$ cat config.mk
export PLATFORM = sky130hd
export DESIGN_NAME = hdlc_rx_framer
export DESIGN_NICKNAME = d
export VERILOG_FILES = /design/src/rtl/rxf_pkg.sv /design/src/rtl/rxf_destuff.sv /design/src/rtl/rxf_delay.sv /design/src/rtl/rxf_assem.sv /design/src/rtl/hdlc_rx_framer.sv
export SDC_FILE = /design/constraint.sdc
export NUM_CORES = 1
export LEC_CHECK = 0
export ABC_CLOCK_PERIOD_IN_PS = 7000
export BUFFER_PORTS_ARGS = -buffer_cell sky130_fd_sc_hd__buf_2
export CAP_MARGIN = 0
export CORE_MARGIN = 10
export CORE_UTILIZATION = 60
export DETAILED_ROUTE_END_ITERATION = 10
export PLACE_DENSITY = 0.8
export SLEW_MARGIN = 20
export SYNTH_ARGS = -nofsm -noshare
export SYNTH_HDL_FRONTEND = slang
export SYNTH_SLANG_ARGS = --single-unit
$ cat constraint.sdc
create_clock -name clk -period 7 [get_ports clk]
set_input_delay 0.7 -clock clk [delete_from_list [all_inputs] [get_ports clk]]
set_output_delay 0.7 -clock clk [all_outputs]
set_load 0.02 [all_outputs]
$ cat src/rtl/rxf_pkg.sv
package rxf_pkg;
  localparam int unsigned RXF_CW = 8;          // widest character
  localparam int unsigned RXF_FLAG_TAIL = 7;   // flag bits that enter the holdback

  typedef logic [RXF_CW-1:0] rxf_char_t;

  typedef struct packed {
    logic      ovr;
    logic      eom;
    logic      som;
    rxf_char_t data;
  } rxf_beat_t;

  typedef enum logic {RXF_HUNT = 1'b0, RXF_OPEN = 1'b1} rxf_mode_e;
endpackage

$ cat src/rtl/rxf_destuff.sv
module rxf_destuff
  import rxf_pkg::*;
(
  input  logic clk,
  input  logic rst_n,
  input  logic bit_i,
  input  logic vld_i,
  output logic dbit_v_o,
  output logic dbit_o,
  output logic flag_o,
  output logic abort_o
);
  localparam int unsigned RUN_W = 3;
  localparam logic [RUN_W-1:0] RUN_SAT = RUN_W'(7);

  logic [RUN_W-1:0] ones_q;
  rxf_mode_e        mode_q;

  always_comb begin
    dbit_v_o = 1'b0;
    dbit_o   = bit_i;
    flag_o   = 1'b0;
    abort_o  = 1'b0;
    if (vld_i) begin
      if (bit_i) begin
        if (ones_q == RUN_W'(6))        abort_o  = 1'b1;
        else if (ones_q != RUN_SAT && mode_q == RXF_OPEN) dbit_v_o = 1'b1;
      end else begin
        if (ones_q == RUN_W'(6))        flag_o   = 1'b1;
        else if (ones_q == RUN_W'(5))   dbit_v_o = 1'b0;   // stuffed zero dropped
        else if (ones_q != RUN_SAT && mode_q == RXF_OPEN) dbit_v_o = 1'b1;
      end
    end
  end

  always_ff @(posedge clk or negedge rst_n) begin
    if (!rst_n) begin
      ones_q <= '0;
      mode_q <= RXF_HUNT;
    end else if (vld_i) begin
      if (bit_i) ones_q <= (ones_q == RUN_SAT) ? RUN_SAT : ones_q + RUN_W'(1);
      else       ones_q <= '0;
      if (abort_o)     mode_q <= RXF_HUNT;
      else if (flag_o) mode_q <= RXF_OPEN;
    end
  end

  AST_HUNT_SILENT: assert property (@(posedge clk) disable iff (!rst_n)
    (mode_q == RXF_HUNT) |-> !dbit_v_o);
  AST_STUFF_DROP: assert property (@(posedge clk) disable iff (!rst_n)
    (vld_i && !bit_i && ones_q == RUN_W'(5)) |-> !dbit_v_o);
endmodule

$ cat src/rtl/rxf_delay.sv
module rxf_delay #(
  parameter int unsigned DLY = 23,
  localparam int unsigned FW = $clog2(DLY + 1)
) (
  input  logic          clk,
  input  logic          rst_n,
  input  logic          push_i,
  input  logic          bit_i,
  input  logic          clr_i,
  output logic          out_v_o,
  output logic          out_bit_o,
  output logic [FW-1:0] fill_o
);
  logic [DLY-1:0] sh_q;
  logic [FW-1:0]  fill_q;

  assign out_v_o   = push_i && (fill_q == FW'(DLY));
  assign out_bit_o = sh_q[DLY-1];
  assign fill_o    = fill_q;

  always_ff @(posedge clk or negedge rst_n) begin
    if (!rst_n) begin
      sh_q   <= '0;
      fill_q <= '0;
    end else if (clr_i) begin
      fill_q <= '0;
    end else if (push_i) begin
      sh_q <= {sh_q[DLY-2:0], bit_i};
      if (fill_q != FW'(DLY)) fill_q <= fill_q + FW'(1);
    end
  end

  AST_FILL_BOUND: assert property (@(posedge clk) disable iff (!rst_n)
    fill_q <= FW'(DLY));
endmodule

$ cat src/rtl/rxf_assem.sv
module rxf_assem
  import rxf_pkg::*;
#(
  parameter int unsigned LEN_W = 2,
  localparam int unsigned CW = RXF_CW,
  localparam int unsigned CNT_W = $clog2(CW + 1),
  localparam int unsigned MIN_BITS = CW - (2**LEN_W - 1)
) (
  input  logic             clk,
  input  logic             rst_n,
  input  logic             cbit_v_i,
  input  logic             cbit_i,
  input  logic             flag_i,
  input  logic             abort_i,
  input  logic             nonempty_i,
  input  logic             full_i,
  input  logic [LEN_W-1:0] len_i,
  input  logic             addr_en_i,
  input  rxf_char_t        addr_i,
  input  logic             ready_i,
  output logic             valid_o,
  output rxf_beat_t        beat_o,
  output logic             err_o
);
  logic [CW-2:0] asm_q;
  logic [CNT_W-1:0] cnt_q;
  rxf_char_t pend_q;
  logic pend_v_q, pend_som_q, first_q, skip_q, err_q, valid_q;
  rxf_beat_t beat_q;

  logic [CNT_W-1:0] nbits;
  logic [CW-1:0]    asm_nxt;
  rxf_char_t        char_val;
  logic last_bit, char_done, addr_bad, close_ok, err_n;
  logic emit, e_som, e_eom;

  assign nbits     = CNT_W'(MIN_BITS) + CNT_W'(len_i);
  assign asm_nxt   = {cbit_i, asm_q};
  assign char_val  = rxf_char_t'(asm_nxt >> (CNT_W'(CW) - nbits));
  assign last_bit  = (cnt_q == nbits - CNT_W'(1));
  assign char_done = cbit_v_i && !skip_q && last_bit;
  assign addr_bad  = first_q && addr_en_i && (char_val != addr_i) && (char_val != {CW{1'b1}});
  assign close_ok  = flag_i && !skip_q && nonempty_i && full_i && (cnt_q == '0) && pend_v_q;
  assign err_n     = flag_i && !skip_q && nonempty_i && !close_ok;

  always_comb begin
    emit  = 1'b0;
    e_som = pend_som_q;
    e_eom = 1'b0;
    if (close_ok) begin
      emit  = 1'b1;
      e_eom = 1'b1;
    end else if (char_done && pend_v_q) begin
      emit  = 1'b1;
    end
  end

  always_ff @(posedge clk or negedge rst_n) begin
    if (!rst_n) begin
      asm_q      <= '0;
      cnt_q      <= '0;
      pend_q     <= '0;
      pend_v_q   <= 1'b0;
      pend_som_q <= 1'b0;
      first_q    <= 1'b1;
      skip_q     <= 1'b0;
      err_q      <= 1'b0;
    end else begin
      err_q <= err_n;
      if (abort_i || flag_i) begin
        asm_q    <= '0;
        cnt_q    <= '0;
        pend_v_q <= 1'b0;
        first_q  <= 1'b1;
        skip_q   <= 1'b0;
      end else if (cbit_v_i && !skip_q) begin
        asm_q <= asm_nxt[CW-1:1];
        if (last_bit) begin
          cnt_q   <= '0;
          first_q <= 1'b0;
          if (addr_bad) begin
            skip_q <= 1'b1;
          end else begin
            pend_q     <= char_val;
            pend_v_q   <= 1'b1;
            pend_som_q <= first_q;
          end
        end else begin
          cnt_q <= cnt_q + CNT_W'(1);
        end
      end
    end
  end

  always_ff @(posedge clk or negedge rst_n) begin
    if (!rst_n) begin
      valid_q <= 1'b0;
      beat_q  <= '0;
    end else if (emit) begin
      valid_q <= 1'b1;
      beat_q  <= '{ovr: valid_q && !ready_i, eom: e_eom, som: e_som, data: pend_q};
    end else if (ready_i) begin
      valid_q <= 1'b0;
    end
  end

  assign valid_o = valid_q;
  assign beat_o  = beat_q;
  assign err_o   = err_q;

  AST_HOLD_VALID: assert property (@(posedge clk) disable iff (!rst_n)
    (valid_q && !ready_i) |=> valid_q);
  AST_HOLD_DATA: assert property (@(posedge clk) disable iff (!rst_n)
    (valid_q && !ready_i && !emit) |=> $stable(beat_q));
  AST_OVR_SET: assert property (@(posedge clk) disable iff (!rst_n)
    (valid_q && !ready_i && emit) |=> beat_q.ovr);
  AST_ERR_NO_EOM: assert property (@(posedge clk) disable iff (!rst_n)
    err_n |-> !(emit && e_eom));
endmodule

$ cat src/rtl/hdlc_rx_framer.sv
module hdlc_rx_framer
  import rxf_pkg::*;
#(
  parameter int unsigned FCS_BITS = 16,
  parameter int unsigned LEN_W = 2
) (
  input  logic             clk,
  input  logic             rst_n,
  input  logic             bit_i,
  input  logic             bit_vld_i,
  input  logic [LEN_W-1:0] char_len_i,
  input  logic             addr_en_i,
  input  logic [7:0]       station_addr_i,
  output logic             m_valid_o,
  input  logic             m_ready_i,
  output logic [7:0]       m_data_o,
  output logic             m_som_o,
  output logic             m_eom_o,
  output logic             m_ovr_o,
  output logic             abort_ga_o,
  output logic             frame_err_o
);
  localparam int unsigned DLY = FCS_BITS + RXF_FLAG_TAIL;
  localparam int unsigned FW  = $clog2(DLY + 1);

  logic dbit_v, dbit, flag_p, abort_p;
  logic cbit_v, cbit;
  logic [FW-1:0] fill;
  logic abort_q;
  rxf_beat_t beat;

  rxf_destuff u_destuff (
    .clk(clk), .rst_n(rst_n), .bit_i(bit_i), .vld_i(bit_vld_i),
    .dbit_v_o(dbit_v), .dbit_o(dbit), .flag_o(flag_p), .abort_o(abort_p)
  );

  rxf_delay #(.DLY(DLY)) u_delay (
    .clk(clk), .rst_n(rst_n), .push_i(dbit_v), .bit_i(dbit),
    .clr_i(flag_p || abort_p), .out_v_o(cbit_v), .out_bit_o(cbit), .fill_o(fill)
  );

  rxf_assem #(.LEN_W(LEN_W)) u_assem (
    .clk(clk), .rst_n(rst_n), .cbit_v_i(cbit_v), .cbit_i(cbit),
    .flag_i(flag_p), .abort_i(abort_p),
    .nonempty_i(fill > FW'(RXF_FLAG_TAIL)), .full_i(fill == FW'(DLY)),
    .len_i(char_len_i), .addr_en_i(addr_en_i), .addr_i(station_addr_i),
    .ready_i(m_ready_i), .valid_o(m_valid_o), .beat_o(beat), .err_o(frame_err_o)
  );

  always_ff @(posedge clk or negedge rst_n) begin
    if (!rst_n) abort_q <= 1'b0;
    else        abort_q <= abort_p;
  end

  assign abort_ga_o = abort_q;
  assign m_data_o   = beat.data;
  assign m_som_o    = beat.som;
  assign m_eom_o    = beat.eom;
  assign m_ovr_o    = beat.ovr;

  AST_ABORT_PULSE: assert property (@(posedge clk) disable iff (!rst_n)
    abort_ga_o |=> !abort_ga_o);
endmodule

==> run summary, run 1 <==
CLOCK NETWORK
----------------------------------------------------------------------------------------
Clock buffer count from CTS                                                            9
CTS tree                                                                             yes
H-tree level count                                                                     3
Number of sinks handled by clock tree synthesis                                       69
Largest buffer count on any clock path                                                 2
Worst-path clk slew                                                                70 ps
Hold Buf Count CTS                                                                     0
Number of cells upsized or downsized after cts                                         0
Post-CTS Setup Inserts                                                                 0
Clock root buffer                                                               clkbuf_8
Clock Latency Late Sink                                                           340 ps

DRT
----------------------------------------------------------------------------------------
Post-detailed-route DRC marker count                                                   0
Detailed-routing iteration count for the pre-antenna-repair pass                       4
Drt initial violations                                                                99
Wire length per cell after detailed routing                                      15.3 um
Routed wire length                                                               5880 um
Total via count in the routed design                                                2201
DRT antenna net count                                                                  0
Average vias per placed instance                                                    5.73

GLOBAL ROUTING
----------------------------------------------------------------------------------------
GRT met1 Usage                                                                     0.167
First-pass GRT wire length                                                       9870 um
Largest net degree at the start of global routing                                     70
Initial antenna violation count                                                        0
GRT Max-Usage Layer                                                                 met2
Number of global-route vias before repair                                           2185
Overall overflow remaining after global route                                          0
M3 GR Usage                                                                       0.0392
Met2 global-route usage                                                            0.223
Aggregate global-route resource usage                                              0.140

POWER AND IR DROP
----------------------------------------------------------------------------------------
Net switching power                                                               211 uW
Proportion of power drawn by flip-flops and latches                                0.536
Total design power                                                                825 uW
Static leakage                                                                0.00186 uW
Fraction of power spent switching nets                                             0.256
Clk pwr share                                                                      0.359
Peak supply drop                                                                  144 uV
Cell Int Power                                                                    614 uW
Share of power burned in combinational logic                                       0.106
Power density normalized to cell area                                         225 nW/um2

SETUP PATH
----------------------------------------------------------------------------------------
Cell-by-cell listing of the critical path                                   buf_2, ha_1, xor2_1, and3_1, o211a_1, and2_2, a21oi_1, mux2_2
Slowest stage cell, crit path                                                    a21oi_1
Worst path bufs/invs                                                                   1
Type of the worst setup path                                                      in2reg
Worst-path maximum fanout                                                             14
Arrival time of data at the critical path endpoint                               3540 ps
Crit end category                                                               register
Crit path required time                                                          7210 ps
Longest individual stage delay on the worst path                                  810 ps
Nature of the critical path startpoint                                      primary input
Top delay family on crit path                                               compound AO/OA/AOI/OAI gates

TIMING
----------------------------------------------------------------------------------------
Number of endpoints with negative hold slack in the final report                       0
Post-layout min period                                                           3330 ps
Remaining max-slew budget at the tightest pin                                      0.322
Clock skew                                                                       9.58 ps
Count of final setup violators                                                         0
Maximum operating frequency                                                      300 MHz
RSZ-0062 raised after global routing                                               false
Number of max-slew violations in the final report                                      0
Sum of negative setup slack                                                         0 ps
Worst Tran Pin Value                                                             1020 ps
Worst hold slack                                                                  502 ps
Fraction of the cycle the final worst path needs                                   0.475

YOSYS
----------------------------------------------------------------------------------------
Number of nets produced by synthesis                                                 304
Xor/xnor share of the synthesized area                                            0.0367
Library cell with the largest summed area after synthesis                        dfrtp_1
Most instantiated cells after synthesis                                     dfrtp_1, mux2_2, nand2_1
Synthesized-area fraction occupied by adder cells                                 0.0302
Warnings from Yosys                                                                    0
Number of library cell types mapped by synthesis                                      44
Post-synth top area share                                                          0.514
Cells after synthesis                                                                280
Flip-flop and latch count after synthesis                                             69
Synth Cell Area                                                                 3310 um2
Synthesized area per cell                                                       11.8 um2
Dominant combinational cell family by area after synthesis                  multiplexers
Sequential element share of the synthesized area                                   0.522
Post-synth EDFFs                                                                       0
Leading register cell type out of synthesis                                      dfrtp_1
Fraction of registers with async set/reset                                          1.00
Share of synthesized cell area in and, or, nand and nor gates                      0.126
Library cell with the highest instance count after synthesis                     dfrtp_1
Synth area leaders                                                          dfrtp_1, mux2_2, nand2_1
Proportion of synthesized area in mux cells                                        0.179
Complex-gate fraction of the synthesized area                                     0.0715

CELLS AND AREA
----------------------------------------------------------------------------------------
Antenna diodes                                                                         0
Total Nets Final                                                                     333
Syn-to-layout area delta                                                           11.0%
Layout cells sized above 1                                                         0.306

MIN PATH
----------------------------------------------------------------------------------------
Hold crit path type                                                              reg2reg

FLOORPLANNING
----------------------------------------------------------------------------------------
Overall die height                                                               94.3 um
Placeable core region                                                           5240 um2
Die Width                                                                        94.3 um
Number of placement rows                                                              26
Starting utilization of the core area                                              0.632
Floorplan die area                                                              8890 um2
Top-level I/O count                                                                   30

PLACED DESIGN
----------------------------------------------------------------------------------------
Buffers added on ports                                                                29
Weighted congestion reported at the end of routability-driven placement            0.851
Total half-perimeter wirelength after legalization and detailed placement        4200 um

OUTCOME
----------------------------------------------------------------------------------------
Outcome                                                                     complete, no violations

RUN
----------------------------------------------------------------------------------------
Max Cap Viol                                                                           0

## worst paths after layout
check                                                      from                         endpoint  slack (ps)  cells past startpoint
worst max-delay path                              char_len_i[0]    u_assem.beat_o[2]$_DFFE_PN0P_        3670                      8
worst min-delay path              u_assem.beat_o[1]$_DFFE_PN0P_    u_assem.beat_o[1]$_DFFE_PN0P_         500                      1
worst max register to register  u_destuff.ones_q[1]$_DFFE_PN0P_    u_assem.beat_o[2]$_DFFE_PN0P_        3840                     10
worst min register to register    u_assem.beat_o[1]$_DFFE_PN0P_    u_assem.beat_o[1]$_DFFE_PN0P_         500                      1
max in group asynchronous                                 rst_n     u_assem.asm_q[2]$_DFFE_PN0P_        5920                      2
min in group asynchronous                                 rst_n  u_destuff.ones_q[0]$_DFFE_PN0P_         550                      2
## logic make-up (layout without fill, tap and decap cells)
family,Yosys count,in the layout
flops,69,69
mux,47,47
compound gates,38,38
fa+ha+maj,8,8
buf+inv,24,58
xor+xnor,13,13
simple gates,81,81
## power by group through the flow
stage	registers [uW]	logic (uW)	clock network [uW]
after floorplan	444	66.6	0
after global placement	448	84.2	0
after detailed placement	449	88.8	0
after CTS	442	89.0	304
after global routing	445	97.1	325
final	442	87.2	296
## flip-flops by register name, indices dropped and copies added, names as in the netlist
register and flops:
abort_ga_o 1, u_assem.asm_q 7, u_assem.beat_o 11, u_assem.cnt_q 4, u_assem.e_som 1, u_assem.err_o 1
u_assem.first_q 1, u_assem.pend_q 8, u_assem.pend_v_q 1, u_assem.skip_q 1, u_assem.valid_o 1, u_delay.fill_o 5
u_delay.sh_q 23, u_destuff.mode_q 1, u_destuff.ones_q 3
## worst reg2reg max path: stages (launching register included)
cell and delay (ps):
dfrtp_1 410, inv_1 80, ha_1 130, nor2b_1 130, o31ai_1 80, and3_1 190, buf_4 230, and2_2 290
and2_2 250, a21oi_1 810, mux2_2 430
## routing by layer
| layer | vias to the layer above | wire length [um] |
|---|---|---|
| met1 | 1112 | 2550 |
| met2 | 46 | 2940 |
| li1 | 1035 | - |
| met5 | - | 0 |
| met4 | 0 | 85 |
| met3 | 8 | 305 |
## layout make-up
cell class,instances,area [um2]
Inverter,11,41.3
Clock buffer,11,151
Sequential cell,69,1730
Clock inverter,5,35.0
Multi-Input combinational cell,187,1470
Tap cell,70,87.6
Fill cell,368,1570
Timing Repair Buffer,31,160
## metrics by stage
step	std cells	area [um2]	setup slack [ps]	util
after floorplan	280	3310	4190	-
after global placement	368	3490	3440	0.666
after detailed placement	368	3490	3330	0.666
after CTS	384	3670	3690	0.701
after global routing	384	3670	3470	0.701
final	384	3670	3670	0.701
## layout by cell type (no fill, tap or decap), drive strengths merged, types with 3 or more instances in the layout
cell / instances
xnor2: 6
ha: 8
and3: 3
and2: 3
nor2: 12
mux2: 36
mux2i: 6
nand4b: 4
nand2: 32
inv: 11
dfrtp: 68
nand4: 4
a21oi: 19
o21ai: 8
nor3: 4
buf: 31
mux4: 5
clkbuf: 11
nand3: 6
xor2: 7
or4: 3
clkinv: 4
nand3b: 3
nor2b: 4
Power figures use the tool's default switching activity.
==> run 2: changes to the inputs <==
--- a/config.mk
+++ b/config.mk
@@ -5,13 +5,13 @@
 export SDC_FILE = /design/constraint.sdc
 export NUM_CORES = 1
 export LEC_CHECK = 0
-export ABC_CLOCK_PERIOD_IN_PS = 7000
+export ABC_CLOCK_PERIOD_IN_PS = 2750
 export BUFFER_PORTS_ARGS = -buffer_cell sky130_fd_sc_hd__buf_2
 export CAP_MARGIN = 0
 export CORE_MARGIN = 10
-export CORE_UTILIZATION = 60
+export CORE_UTILIZATION = 53
 export DETAILED_ROUTE_END_ITERATION = 10
-export PLACE_DENSITY = 0.8
+export PLACE_DENSITY = 0.75
 export SLEW_MARGIN = 20
 export SYNTH_ARGS = -nofsm -noshare
 export SYNTH_HDL_FRONTEND = slang
==> constraint.sdc (replaced) <==
create_clock -name clk -period 2.75 [get_ports clk]
set_input_delay 0.275 -clock clk [delete_from_list [all_inputs] [get_ports clk]]
set_output_delay 0.275 -clock clk [all_outputs]
set_load 0.02 [all_outputs]
==> run summary, run 2 (synthesis results as in run 1) <==
CLOCK NETWORK
----------------------------------------------------------------------------------------
CTS tree                                                                             yes
H-tree level count                                                                     3
Worst-path clk slew                                                                80 ps
Clock Latency Late Sink                                                           350 ps
Number of cells upsized or downsized after cts                                         0
Number of sinks handled by clock tree synthesis                                       69
Largest buffer count on any clock path                                                 2
Post-CTS Setup Inserts                                                                 0
Clock buffer count from CTS                                                            9
Clock root buffer                                                               clkbuf_8
Hold Buf Count CTS                                                                     1

CELLS AND AREA
----------------------------------------------------------------------------------------
Most flop-heavy register                                                    u_delay.sh_q
Post-route design area                                                          3740 um2
Area of all sequential standard cells                                           1730 um2
Syn-to-layout area delta                                                           13.0%
Leading cell types in the layout, fill and taps excluded                    dfrtp_1, mux2_2, nand2_1
Antenna diodes                                                                         0
Total Nets Final                                                                     341
Area of the multi-input gates                                                   1470 um2
Leading cell type in the layout, fill and taps excluded                          dfrtp_1
Fillcell total                                                                       485
Layout cells sized above 1                                                         0.320
Max FFs per register                                                                  23

FLOORPLANNING
----------------------------------------------------------------------------------------
Die Width                                                                        99.0 um
Top-level I/O count                                                                   30
Number of placement rows                                                              28
Overall die height                                                               99.0 um
Starting utilization of the core area                                              0.552
Placeable core region                                                           5990 um2
Floorplan die area                                                              9800 um2

SETUP PATH
----------------------------------------------------------------------------------------
Nature of the critical path startpoint                                          register
Arrival time of data at the critical path endpoint                               2600 ps
Crit path required time                                                          2980 ps
Crit end category                                                               register
Type of the worst setup path                                                     reg2reg
Worst-path maximum fanout                                                             11

OUTCOME
----------------------------------------------------------------------------------------
Outcome                                                                     complete, no violations

DRT
----------------------------------------------------------------------------------------
Drt initial violations                                                               109
DRT antenna net count                                                                  0
Detailed-routing iteration count for the pre-antenna-repair pass                       5
Routed wire length                                                               5780 um
Average vias per placed instance                                                    5.48
Wire length per cell after detailed routing                                      14.6 um
Post-detailed-route DRC marker count                                                   0
Total via count in the routed design                                                2175

TIMING
----------------------------------------------------------------------------------------
Sum of negative setup slack                                                         0 ps
Count of final setup violators                                                         0
Worst Tran Pin Value                                                              676 ps
Maximum operating frequency                                                      423 MHz
Remaining max-slew budget at the tightest pin                                      0.549
RSZ-0062 raised after global routing                                               false
Number of max-slew violations in the final report                                      0
Post-layout min period                                                           2360 ps
Number of endpoints with negative hold slack in the final report                       0
Fraction of the cycle the final worst path needs                                   0.860
Clock skew                                                                       9.49 ps

MIN PATH
----------------------------------------------------------------------------------------
Hold crit path type                                                               in2reg

PLACED DESIGN
----------------------------------------------------------------------------------------
Total placed instance area                                                      3560 um2
Buffers added on ports                                                                29
Weighted congestion reported at the end of routability-driven placement            0.773
Total half-perimeter wirelength after legalization and detailed placement        4170 um

POWER AND IR DROP
----------------------------------------------------------------------------------------
Peak supply drop                                                                  342 uV
Static leakage                                                                0.00190 uW
Total design power                                                               2090 uW
Power density normalized to cell area                                         560 nW/um2

GLOBAL ROUTING
----------------------------------------------------------------------------------------
Number of global-route vias before repair                                           2210
Aggregate global-route resource usage                                              0.124
First-pass GRT wire length                                                      10100 um
Overall overflow remaining after global route                                          0
Largest net degree at the start of global routing                                     40
Initial antenna violation count                                                        0

RUN
----------------------------------------------------------------------------------------
Max Cap Viol                                                                           0

run 2: area by class of cell:
cell class,count,share of cell area
tap,75,0.0251
multi-input combinational,187,0.393
sequential,69,0.462
clock inverter,7,0.0134
inverter,11,0.0110
timing repair buffer,39,0.0629
clock buffer,9,0.0331
run 2: worst paths after layout:
check	cells past startpoint	slack (ps)	end	start
max	10	390	u_assem.beat_o[3]$_DFFE_PN0P_	u_destuff.ones_q[1]$_DFFE_PN0P_
min	3	200	u_assem.valid_o$_DFFE_PN0P_	m_ready_i
max reg2reg	10	390	u_assem.beat_o[3]$_DFFE_PN0P_	u_destuff.ones_q[1]$_DFFE_PN0P_
min reg2reg	1	500	u_assem.beat_o[9]$_DFFE_PN0P_	u_assem.beat_o[9]$_DFFE_PN0P_
max in group asynchronous	3	1620	u_assem.asm_q[0]$_DFFE_PN0P_	rst_n
min in group asynchronous	2	490	u_destuff.ones_q[2]$_DFFE_PN0P_	rst_n
run 2: report_power, final:
group | switching, uW | internal (uW) | total [uW] | leakage (uW)
sequential | 43.9 | 1080 | 1120 | 0.000919
combinational | 120 | 112 | 232 | 0.000888
clock | 409 | 329 | 738 | 0.0000933
total | 573 | 1520 | 2090 | 0.00190
run 2: layer usage:
metal | part of all wire | track usage | vias to the layer above
met5 | 0 | 0 | -
met3 | 0.057 | 0.0496 | 10
met2 | 0.48 | 0.200 | 37
li1 | - | - | 1054
met1 | 0.45 | 0.145 | 1074
met4 | 0.015 | 0.0496 | 0
run 2: stage by stage:
step | setup WS, ps | std cells | utilization | hold WS (ps)
final | 385 | 397 | 0.624 | 201
after global routing | 214 | 397 | 0.624 | 209
after CTS | 389 | 397 | 0.624 | 187
after detailed placement | 182 | 380 | 0.594 | 355
after global placement | 233 | 380 | 0.594 | 351
after floorplan | 369 | 280 | - | -20.6
run 2: worst max-delay path: stages (launching register included):
cell and delay [ps]:
dfrtp_1 410, inv_1 80, ha_1 140, nor2b_1 130, o31ai_1 70, and3_1 210
and2_2 250, and2_2 250, a21oi_1 150, buf_4 200, mux2_2 340
==> run 3: changes to the inputs <==
--- a/config.mk
+++ b/config.mk
@@ -5,13 +5,13 @@
 export SDC_FILE = /design/constraint.sdc
 export NUM_CORES = 1
 export LEC_CHECK = 0
-export ABC_CLOCK_PERIOD_IN_PS = 2750
+export ABC_CLOCK_PERIOD_IN_PS = 2400
 export BUFFER_PORTS_ARGS = -buffer_cell sky130_fd_sc_hd__buf_2
 export CAP_MARGIN = 0
 export CORE_MARGIN = 10
-export CORE_UTILIZATION = 53
+export CORE_UTILIZATION = 59
 export DETAILED_ROUTE_END_ITERATION = 10
-export PLACE_DENSITY = 0.75
+export PLACE_DENSITY = 0.79
 export SLEW_MARGIN = 20
 export SYNTH_ARGS = -nofsm -noshare
 export SYNTH_HDL_FRONTEND = slang
==> constraint.sdc (replaced) <==
create_clock -name clk -period 2.4 [get_ports clk]
set_input_delay 0.24 -clock clk [delete_from_list [all_inputs] [get_ports clk]]
set_output_delay 0.24 -clock clk [all_outputs]
set_load 0.02 [all_outputs]
==> run summary, run 3 (synthesis results as in run 1) <==
OUTCOME
----------------------------------------------------------------------------------------
Outcome                                                                     complete, no violations

SETUP PATH
----------------------------------------------------------------------------------------
Crit path required time                                                          2640 ps
Crit end category                                                               register
Worst-path maximum fanout                                                              7
R2r startpoint                                                              u_assem.asm_q[4]$_DFFE_PN0P_
Nature of the critical path startpoint                                          register
Internal reg-to-reg setup slack                                                   150 ps
Top delay family on crit path                                               multiplexers
Arrival time of data at the critical path endpoint                               2490 ps
Worst reg-to-reg path cell count                                                       8
Cell-by-cell listing of the critical path                                   mux4_2, xor2_1, o22ai_1, a21oi_1, nor3_2, o21ai_4, buf_4, a2bb2oi_1
Worst path bufs/invs                                                                   1
Longest individual stage delay on the worst path                                  560 ps
Type of the worst setup path                                                     reg2reg
Endpoint of the most critical register-to-register path                     u_assem.e_som$_DFFE_PN0P_
Slowest stage cell, crit path                                                     mux4_2
CP startpoint                                                               u_assem.asm_q[4]$_DFFE_PN0P_

POWER AND IR DROP
----------------------------------------------------------------------------------------
Net switching power                                                               597 uW
Fraction of power spent switching nets                                             0.244
Clk pwr share                                                                      0.359
Share of power burned in combinational logic                                       0.114
Cell Int Power                                                                   1850 uW
Peak supply drop                                                                  389 uV
Power density normalized to cell area                                         641 nW/um2
Proportion of power drawn by flip-flops and latches                                0.527
Static leakage                                                                0.00194 uW

TIMING
----------------------------------------------------------------------------------------
Clock skew                                                                       6.26 ps
Number of endpoints with negative hold slack in the final report                       0
Count of final setup violators                                                         0
Worst hold slack                                                                  189 ps
Post-layout min period                                                           2250 ps
Remaining max-slew budget at the tightest pin                                      0.541
Fraction of the cycle the final worst path needs                                   0.938
Maximum operating frequency                                                      444 MHz
Worst Tran Pin Value                                                              689 ps
Number of max-slew violations in the final report                                      0
RSZ-0062 raised after global routing                                               false

FLOORPLANNING
----------------------------------------------------------------------------------------
Number of placement rows                                                              27
Floorplan die area                                                              9010 um2
Die Width                                                                        94.9 um
Overall die height                                                               94.9 um
Placeable core region                                                           5470 um2
Starting utilization of the core area                                              0.605
Top-level I/O count                                                                   30

PLACED DESIGN
----------------------------------------------------------------------------------------
Weighted congestion reported at the end of routability-driven placement            0.789
Total placed instance area                                                      3620 um2
Total half-perimeter wirelength after legalization and detailed placement        4350 um
Buffers added on ports                                                                29

DRT
----------------------------------------------------------------------------------------
Wire length per cell after detailed routing                                      14.7 um
DRT antenna net count                                                                  0
Total via count in the routed design                                                2193
Average vias per placed instance                                                    5.46
Drt initial violations                                                                70
Detailed-routing iteration count for the pre-antenna-repair pass                       4
Routed wire length                                                               5930 um
Post-detailed-route DRC marker count                                                   0

GLOBAL ROUTING
----------------------------------------------------------------------------------------
First-pass GRT wire length                                                      10000 um
Overall overflow remaining after global route                                          0
GRT Max-Usage Layer                                                                 met2
M3 GR Usage                                                                       0.0420
Initial antenna violation count                                                        0
Largest net degree at the start of global routing                                     40
Aggregate global-route resource usage                                              0.139
GRT met1 Usage                                                                     0.167
Met2 global-route usage                                                            0.229
Number of global-route vias before repair                                           2228

MIN PATH
----------------------------------------------------------------------------------------
Destination of the worst hold path                                          u_destuff.ones_q[2]$_DFFE_PN0P_
Launch point of the worst hold path                                            bit_vld_i
Depth of the worst hold-timing path                                                    2
Hold crit path type                                                               in2reg

CLOCK NETWORK
----------------------------------------------------------------------------------------
Clock buffer count from CTS                                                            9
Clock root buffer                                                               clkbuf_8
Post-CTS Setup Inserts                                                                 0
Largest buffer count on any clock path                                                 2
Number of cells upsized or downsized after cts                                         0
Clock Latency Late Sink                                                           330 ps
Hold Buf Count CTS                                                                     1
Number of sinks handled by clock tree synthesis                                       69
CTS tree                                                                             yes
Worst-path clk slew                                                                70 ps
H-tree level count                                                                     3

RUN
----------------------------------------------------------------------------------------
Max Cap Viol                                                                           0

CELLS AND AREA
----------------------------------------------------------------------------------------
Max FFs per register                                                                  23
Syn-to-layout area delta                                                           15.2%
Post-route design area                                                          3810 um2
Leading cell types in the layout, fill and taps excluded                    dfrtp_1, mux2_2, nand2_1
Antenna diodes                                                                         0
Layout cells sized above 1                                                         0.333
Most flop-heavy register                                                    u_delay.sh_q
Total Nets Final                                                                     350
Leading cell type in the layout, fill and taps excluded                          dfrtp_1

## run 3: cell types whose count changed in the layout (fill, tap and decap cells not counted)
| cell | previous run | this run |
|---|---|---|
| buf_4 | 8 | 17 |
| clkinv_4 | 3 | 0 |
| bufinv_16 | 0 | 1 |
| clkbuf_1 | 0 | 1 |
| clkinvlp_4 | 0 | 1 |
| inv_6 | 1 | 0 |
## run 3: metal layers
layer / vias up / share of wire
met5: - / 0
met4: 0 / 0.012
met3: 6 / 0.051
met2: 40 / 0.48
met1: 1073 / 0.45
li1: 1074 / -
## run 3: worst max path at each step
stage               cells past startpoint  slack [ps]                            end
CTS                                    10         170  u_assem.beat_o[7]$_DFFE_PN0P_
global placement                       10         -40  u_assem.beat_o[4]$_DFFE_PN0P_
finish                                  8         150      u_assem.e_som$_DFFE_PN0P_
global route                            8          10      u_assem.e_som$_DFFE_PN0P_
detailed placement                     10         -70  u_assem.beat_o[7]$_DFFE_PN0P_
floorplan                               8          50  u_assem.pend_q[5]$_DFFE_PN0P_
## run 3: cell type report
class	instances	area [um2]
sequential	69	1730
fill	410	1660
multi-input combinational	187	1470
timing repair buffer	48	303
clock buffer	10	128
tap	72	90.1
clock inverter	5	52.6
inverter	11	41.3
## run 3: power groups by stage
stage | sequential [uW] | clock (uW) | combinational [uW]
6_report | 1290 | 877 | 277
5_1_grt | 1300 | 946 | 307
4_1_cts | 1290 | 900 | 282
3_5_place_dp | 1310 | 0 | 279
3_3_place_gp | 1310 | 0 | 268
2_1_floorplan | 1300 | 0 | 194
## run 3: per-stage QoR
step	utilization	cells	total power, uW	setup TNS [ps]	worst slack [ps]
2_1_floorplan	-	280	1490	0	54.2
3_3_place_gp	0.662	386	1570	-584	-43.6
3_5_place_dp	0.662	386	1590	-1060	-70.6
4_1_cts	0.696	402	2470	0	172
5_1_grt	0.696	402	2550	0	10.9
6_report	0.696	402	2440	0	149
